===== src/rtl/winspi_pkg.sv =====
package winspi_pkg;

  localparam int BYTE_W       = 8;
  localparam int ADDR_W       = 32;
  localparam int WIN_AW       = 12;
  localparam int IND_REGS     = 4;
  localparam int IO_OFF_W     = 3;
  localparam int IND_DATA_OFF = 4;
  localparam int PAGE_LSB     = 8;

  typedef enum logic [2:0] {
    OP_NONE,
    OP_REG,
    OP_CS_HI,
    OP_SPI_WR,
    OP_SPI_RD
  } op_e;

  typedef struct packed {
    logic              we;
    logic [ADDR_W-1:0] addr;
    logic [BYTE_W-1:0] wdata;
  } acc_t;

  function automatic logic in_window(input logic [ADDR_W-1:0] addr,
                                     input logic [ADDR_W-1:0] base);
    return addr[ADDR_W-1:WIN_AW] == base[ADDR_W-1:WIN_AW];
  endfunction

  function automatic logic [BYTE_W-1:0] page_of(input logic [ADDR_W-1:0] addr);
    return addr[PAGE_LSB +: BYTE_W];
  endfunction

  function automatic op_e classify(input acc_t a,
                                   input logic [ADDR_W-1:0] base,
                                   input logic [BYTE_W-1:0] pg_hi,
                                   input logic [BYTE_W-1:0] pg_lo);
    if (!in_window(a.addr, base))  return OP_NONE;
    if (page_of(a.addr) == pg_hi)  return OP_CS_HI;
    if (page_of(a.addr) == pg_lo)  return a.we ? OP_SPI_WR : OP_SPI_RD;
    return OP_NONE;
  endfunction

  function automatic logic is_spi(input op_e op);
    return (op == OP_SPI_WR) || (op == OP_SPI_RD);
  endfunction

  function automatic logic [BYTE_W-1:0] tx_value(input acc_t a, input op_e op);
    return (op == OP_SPI_WR) ? a.wdata : {BYTE_W{1'b1}};
  endfunction

endpackage


===== src/rtl/winspi_ioregs.sv =====
module winspi_ioregs
  import winspi_pkg::*;
(
  input  logic                clk,
  input  logic                rst_n,
  input  logic                wr,
  input  logic [IO_OFF_W-1:0] off,
  input  logic [BYTE_W-1:0]   wdata,
  output logic [ADDR_W-1:0]   ptr,
  output logic [BYTE_W-1:0]   rd
);

  logic [BYTE_W-1:0] ptr_b [IND_REGS];

  for (genvar g = 0; g < IND_REGS; g++) begin : g_ptr
    always_ff @(posedge clk) begin
      if (!rst_n)
        ptr_b[g] <= '0;
      else if (wr && off == IO_OFF_W'(g))
        ptr_b[g] <= wdata;
    end
    assign ptr[g*BYTE_W +: BYTE_W] = ptr_b[g];
  end

  always_comb begin
    rd = {BYTE_W{1'b1}};
    for (int i = 0; i < IND_REGS; i++)
      if (off == IO_OFF_W'(i)) rd = ptr_b[i];
  end

endmodule


===== src/rtl/winspi_front.sv =====
module winspi_front
  import winspi_pkg::*;
#(
  parameter logic [ADDR_W-1:0] WIN_BASE   = 32'hFFFF_F000,
  parameter logic [BYTE_W-1:0] PAGE_CS_HI = 8'hFE,
  parameter logic [BYTE_W-1:0] PAGE_CS_LO = 8'hFD
) (
  input  logic                mem_req,
  input  logic                mem_we,
  input  logic [ADDR_W-1:0]   mem_addr,
  input  logic [BYTE_W-1:0]   mem_wdata,
  input  logic                io_req,
  input  logic                io_we,
  input  logic [IO_OFF_W-1:0] io_off,
  input  logic [BYTE_W-1:0]   io_wdata,
  input  logic [ADDR_W-1:0]   ptr,
  output logic                req_any,
  output logic                sel_io,
  output acc_t                acc,
  output op_e                 op
);

  always_comb begin
    req_any = mem_req || io_req;
    sel_io  = !mem_req && io_req;
    if (!sel_io) begin
      acc = '{we: mem_we, addr: mem_addr, wdata: mem_wdata};
      op  = classify(acc, WIN_BASE, PAGE_CS_HI, PAGE_CS_LO);
    end else begin
      acc = '{we: io_we, addr: ptr, wdata: io_wdata};
      if (io_off == IO_OFF_W'(IND_DATA_OFF))
        op = classify(acc, WIN_BASE, PAGE_CS_HI, PAGE_CS_LO);
      else if (io_off < IO_OFF_W'(IND_REGS))
        op = OP_REG;
      else
        op = OP_NONE;
    end
  end

endmodule


===== src/rtl/winspi_shift.sv =====
module winspi_shift
  import winspi_pkg::*;
#(
  parameter int DIV_W = 4
) (
  input  logic              clk,
  input  logic              rst_n,
  input  logic              start,
  input  logic [BYTE_W-1:0] tx_byte,
  input  logic [DIV_W-1:0]  div,
  input  logic              miso,
  output logic              sclk,
  output logic              mosi,
  output logic              active,
  output logic              done,
  output logic [BYTE_W-1:0] rx_byte,
  output logic              rise_ev,
  output logic              fall_ev
);

  localparam int NEDGE  = 2 * BYTE_W;
  localparam int EDGE_W = $clog2(NEDGE);

  logic [DIV_W-1:0]  hcnt;
  logic [EDGE_W-1:0] ecnt;
  logic [BYTE_W-1:0] tx_sr;
  logic [BYTE_W-1:0] rx_sr;
  logic              tick;
  logic              last_ev;

  assign tick    = active && (hcnt == div);
  assign rise_ev = tick && !sclk;
  assign fall_ev = tick && sclk;
  assign last_ev = fall_ev && (ecnt == EDGE_W'(NEDGE - 1));
  assign mosi    = tx_sr[BYTE_W-1];
  assign rx_byte = rx_sr;

  always_ff @(posedge clk) begin
    if (!rst_n) begin
      active <= 1'b0;
      done   <= 1'b0;
      sclk   <= 1'b0;
      hcnt   <= '0;
      ecnt   <= '0;
      tx_sr  <= '0;
      rx_sr  <= '0;
    end else begin
      done <= last_ev;
      if (start) begin
        active <= 1'b1;
        sclk   <= 1'b0;
        hcnt   <= '0;
        ecnt   <= '0;
        tx_sr  <= tx_byte;
      end else if (active) begin
        if (tick) begin
          hcnt <= '0;
          ecnt <= ecnt + 1'b1;
          sclk <= !sclk;
          if (rise_ev) rx_sr <= {rx_sr[BYTE_W-2:0], miso};
          if (fall_ev) tx_sr <= {tx_sr[BYTE_W-2:0], 1'b0};
          if (last_ev) active <= 1'b0;
        end else begin
          hcnt <= hcnt + 1'b1;
        end
      end
    end
  end

endmodule


===== src/rtl/winspi_bridge.sv =====
module winspi_bridge
  import winspi_pkg::*;
#(
  parameter logic [31:0] WIN_BASE   = 32'hFFFF_F000,
  parameter logic [7:0]  PAGE_CS_HI = 8'hFE,
  parameter logic [7:0]  PAGE_CS_LO = 8'hFD,
  parameter int          DIV_W      = 4
) (
  input  logic             clk,
  input  logic             rst_n,
  input  logic             mem_req,
  input  logic             mem_we,
  input  logic [31:0]      mem_addr,
  input  logic [7:0]       mem_wdata,
  output logic [7:0]       mem_rdata,
  output logic             mem_ack,
  input  logic             io_req,
  input  logic             io_we,
  input  logic [2:0]       io_addr,
  input  logic [7:0]       io_wdata,
  output logic [7:0]       io_rdata,
  output logic             io_ack,
  input  logic [DIV_W-1:0] sck_div,
  output logic             busy,
  output logic             spi_sclk,
  output logic             spi_cs_n,
  output logic             spi_mosi,
  input  logic             spi_miso
);

  typedef enum logic {ST_IDLE, ST_XFER} state_e;

  state_e            state;
  logic              src_io_q;
  logic [ADDR_W-1:0] ptr;
  logic [BYTE_W-1:0] reg_rd;
  logic              req_any;
  logic              sel_io;
  acc_t              acc;
  op_e               op;
  logic              accept;
  logic              sh_start;
  logic              reg_wr;
  logic              sh_active;
  logic              sh_done;
  logic              sh_rise;
  logic              sh_fall;
  logic [BYTE_W-1:0] sh_rx;
  logic              fin;
  logic              fin_io;
  logic [BYTE_W-1:0] fin_data;

  winspi_front #(
    .WIN_BASE  (WIN_BASE),
    .PAGE_CS_HI(PAGE_CS_HI),
    .PAGE_CS_LO(PAGE_CS_LO)
  ) u_front (
    .mem_req  (mem_req),
    .mem_we   (mem_we),
    .mem_addr (mem_addr),
    .mem_wdata(mem_wdata),
    .io_req   (io_req),
    .io_we    (io_we),
    .io_off   (io_addr),
    .io_wdata (io_wdata),
    .ptr      (ptr),
    .req_any  (req_any),
    .sel_io   (sel_io),
    .acc      (acc),
    .op       (op)
  );

  assign accept   = (state == ST_IDLE) && req_any;
  assign sh_start = accept && is_spi(op);
  assign reg_wr   = accept && sel_io && (op == OP_REG) && io_we;

  winspi_ioregs u_ioregs (
    .clk  (clk),
    .rst_n(rst_n),
    .wr   (reg_wr),
    .off  (io_addr),
    .wdata(io_wdata),
    .ptr  (ptr),
    .rd   (reg_rd)
  );

  winspi_shift #(.DIV_W(DIV_W)) u_shift (
    .clk    (clk),
    .rst_n  (rst_n),
    .start  (sh_start),
    .tx_byte(tx_value(acc, op)),
    .div    (sck_div),
    .miso   (spi_miso),
    .sclk   (spi_sclk),
    .mosi   (spi_mosi),
    .active (sh_active),
    .done   (sh_done),
    .rx_byte(sh_rx),
    .rise_ev(sh_rise),
    .fall_ev(sh_fall)
  );

  always_comb begin
    fin      = 1'b0;
    fin_io   = sel_io;
    fin_data = {BYTE_W{1'b1}};
    if (accept && !is_spi(op)) begin
      fin = 1'b1;
      if (op == OP_REG) fin_data = reg_rd;
    end else if (state == ST_XFER && sh_done) begin
      fin      = 1'b1;
      fin_io   = src_io_q;
      fin_data = sh_rx;
    end
  end

  always_ff @(posedge clk) begin
    if (!rst_n) begin
      state     <= ST_IDLE;
      src_io_q  <= 1'b0;
      spi_cs_n  <= 1'b1;
      mem_ack   <= 1'b0;
      io_ack    <= 1'b0;
      mem_rdata <= '0;
      io_rdata  <= '0;
    end else begin
      mem_ack <= fin && !fin_io;
      io_ack  <= fin && fin_io;
      if (fin && !fin_io) mem_rdata <= fin_data;
      if (fin && fin_io)  io_rdata  <= fin_data;
      if (accept) begin
        if (op == OP_CS_HI) spi_cs_n <= 1'b1;
        if (is_spi(op)) begin
          spi_cs_n <= 1'b0;
          state    <= ST_XFER;
          src_io_q <= sel_io;
        end
      end else if (state == ST_XFER && sh_done) begin
        state <= ST_IDLE;
      end
    end
  end

  assign busy = (state == ST_XFER);

endmodule


===== config.mk =====
export PLATFORM = sky130hd
export DESIGN_NAME = winspi_bridge
export DESIGN_NICKNAME = d
export VERILOG_FILES = /design/src/rtl/winspi_pkg.sv /design/src/rtl/winspi_ioregs.sv /design/src/rtl/winspi_front.sv /design/src/rtl/winspi_shift.sv /design/src/rtl/winspi_bridge.sv
export SDC_FILE = /design/constraint.sdc
export NUM_CORES = 1
export LEC_CHECK = 0
export CAP_MARGIN = 20
export CORE_MARGIN = 1.5
export CORE_UTILIZATION = 46
export CTS_CLUSTER_DIAMETER = 40
export DETAILED_ROUTE_END_ITERATION = 8
export PLACE_DENSITY = 0.87
export SLEW_MARGIN = 20
export SYNTH_ARGS = -nofsm -noshare
export SYNTH_HDL_FRONTEND = slang
export SYNTH_SLANG_ARGS = --single-unit

===== constraint.sdc =====
create_clock -name clk -period 2.48 [get_ports clk]
set_input_delay 0.744 -clock clk [delete_from_list [all_inputs] [get_ports clk]]
set_output_delay 0.744 -clock clk [all_outputs]
set_load 0.05 [all_outputs]

==> results by group <==
Detailed routing
  • M1 WL: 4.00 mm
  • Antenna viol nets, final: 0
  • DRC viols: 0
  • Routed wire per std cell: 17.3 um
  • Routed vias: 3,274
  • Top routing layer in use: met4
  • Total Wirelength: 10.0 mm
  • Met3 routed WL: 484 um
  • Via density: 5.66
  • WL met2: 5.39 mm
  • First DRT Iteration DRCs: 128
  • DR pass1 iterations: 5

Global route
  • Number of antenna violations at the first check in global routing: 0
  • Largest net degree at the start of global routing: 33
  • Vias in the first global route: 3,290
  • GRT Overall Usage: 0.236
  • Grt ovf: 0
  • Global-route wire length before repair: 16.0 mm

STA
  • Setup violations, final: 0
  • Final min period: 2.43 ns
  • Max_slew headroom: 0.658
  • Hold Vio Cnt, Final: 0
  • Fin crit share: 0.979
  • Highest clock rate: 0.412 GHz
  • Worst slew pin tran: 0.511 ns
  • Slew Viols, Final: 0
  • Fin Clk Skew: 0.00966 ns
  • TNS Setup: 0 ns

Cells and area
  • Post-route insts no fill: 578
  • Layout cells sized above 1: 0.203
  • Post-synthesis to final-layout area growth: 38.3%
  • Most frequent cells in the layout: clkdlybuf4s50_1 (63), dfxtp_1 (48), buf_4 (40)
  • N_diodes: 0
  • Most common cell after layout, fill and taps aside: clkdlybuf4s50_1
  • Layout Nets: 532
  • FILL cells: 614

Yosys
  • Sequential-to-total area share from yosys stat: 0.501
  • Mean Syn Cell Area: 11.0 sq um
  • Post-synthesis cell count: 350
  • Area of the mapped netlist: 3840 sq um
  • Async SR Flop Fraction: 0
  • Yosys cell types: 48
  • Leading register cell type out of synthesis: dfxtp_1
  • Yosys warnings: 0
  • FF+latch count, synth: 80
  • Syn Nets: 414
  • Post-synth EDFFs: 32

Setup path
  • Worst Setup Path Type: in2reg
  • FF-to-FF path depth: 7
  • Nature of the critical path endpoint: flop
  • Worst setup SP type: input pin
  • R2r startpoint: u_ioregs.ptr_b[0][9]
  • R2R setup slack: 0.38 ns
  • Critical path fanouts, max: 8
  • End point of the critical path: u_shift.rx_byte[3]
  • Worst path required time: 2.72 ns
  • Critical path origin: mem_addr[31]
  • Worst Path Arrival: 2.67 ns
  • Reg-to-reg critical path endpoint: u_shift.rx_byte[3]

Floorplanning
  • Number of top-level pins: 84
  • Die Wd: 94.3 um
  • Row count: 33
  • Die Y-Extent: 94.3 um
  • Starting Density: 0.472
  • Placeable Area: 8130 sq um
  • Die area: 8900 sq um

Power and ir drop
  • LEAKAGE: 2.15 nW
  • Peak supply drop: 0.461 mV
  • Pwr Density: 522 nW/um^2

Clocking
  • Cts hold-fix bufs: 0
  • H-tree depth: 3
  • Clock latency on the worst-skew pair: 0.36 ns
  • Clk buf depth: 2
  • Clock root buffer master: clkbuf_8
  • CTS sink count: 80
  • TritonCTS Buffers: 9
  • TritonCTS clock tree: done
  • Clk slew on worst S/H paths: 0.09 ns

Placement
  • Placed Instances: 560
  • DPL Wire Length: 7.16 mm
  • Port Buffers: 75
  • Global placer's final weighted congestion: 0.969

Flow run
  • Max-cap violations: 0

Worst hold path
  • Hold WC Path Type: reg2reg

Status
  • Outcome: finished, final reports clean
==> logic make-up after synthesis <==
logic type,after synthesis,share of synthesized area
DFF,80,0.501
buffers and inverters,18,0.0225
AOI/OAI and AO/OA,54,0.104
adders and majority gates,2,0.00652
and+or+nand+nor,155,0.233
muxes,31,0.110
xor gates and xnor gates,10,0.0228
==> worst min path at each step <==
stage,from,end,depth (start not counted)
after floorplan,u_shift.ecnt[3],u_shift.done,2
after global placement,io_rdata[4],io_rdata[4],2
after detailed placement,io_rdata[0],io_rdata[0],2
after CTS,io_rdata[5],io_rdata[5],2
after global routing,io_rdata[5],io_rdata[5],2
final,io_rdata[5],io_rdata[5],2
==> report_power, final <==
group / switching (W) / internal, W / total (W)
clock: 0.000492 / 0.000468 / 0.000960
sequential: 0.0000230 / 0.00140 / 0.00143
combinational: 0.000199 / 0.000185 / 0.000384
total: 0.000714 / 0.00206 / 0.00277
==> Yosys cell counts (11+ instances only) <==
master	instances	area share
dfxtp_1	48	0.25
and2_1	34	0.055
edfxtp_1	32	0.25
nor2_1	24	0.023
nor3_1	23	0.030
a21oi_1	21	0.027
nand2_1	18	0.018
mux2i_1	17	0.044
nand4_1	14	0.023
nor2b_1	11	0.018
o21ai_0	11	0.014
==> metrics by stage <==
stage	total power, W	cell area (sq um)	utilization	setup WS (ns)	hold slack [ns]
after floorplan	0.00163	3840	-	-0.142	0.456
after global placement	0.00182	5000	0.615	-0.401	0.450
after detailed placement	0.00183	5000	0.615	-0.454	0.459
after CTS	0.00277	5190	0.639	-0.0115	0.471
after global routing	0.00286	5310	0.652	-0.0144	0.495
final	0.00277	5310	0.652	0.0523	0.468
==> per-layer routing <==
layer / track usage / vias up
met4: 0.0684 / 0
met3: 0.0539 / 15
li1: - / 1539
met5: 0 / -
met1: 0.274 / 1589
met2: 0.433 / 131
==> cell type report <==
cell class	instances	area (sq um)	share of cell area
Clock inverter	7	68.8	0.0130
Multi-Input combinational cell	253	1900	0.358
Timing Repair Buffer	119	1140	0.216
Inverter	5	18.8	0.00354
Clock buffer	9	124	0.0233
Sequential cell	80	1920	0.362
Tap cell	105	131	0.0248
==> state kept, by name, summed over array words and instances, names as in the netlist, 4 cells and up <==
signal and cells:
mem_rdata 8, u_ioregs.ptr_b 32, u_shift.hcnt 4, u_shift.tx_sr 8, u_shift.ecnt 4, io_rdata 8, u_shift.rx_byte 8
==> critical path, cell delays in order <==
cell             delay [ns]
clkdlybuf4s50_1        0.46
nand4_1                0.13
nor4_4                 0.37
a32oi_4                0.25
o211ai_4               0.27
buf_12                 0.16
mux2i_1                0.21
nor2_1                 0.06
==> repair_timing <==
action | CTS | global route
gates cloned | 0 | 1
pin swaps | 2 | 13
setup endpoints to repair | 31 | 49
gates resized for setup | 1 | 25
setup buffers | 0 | 1
Power figures use the tool's default switching activity.
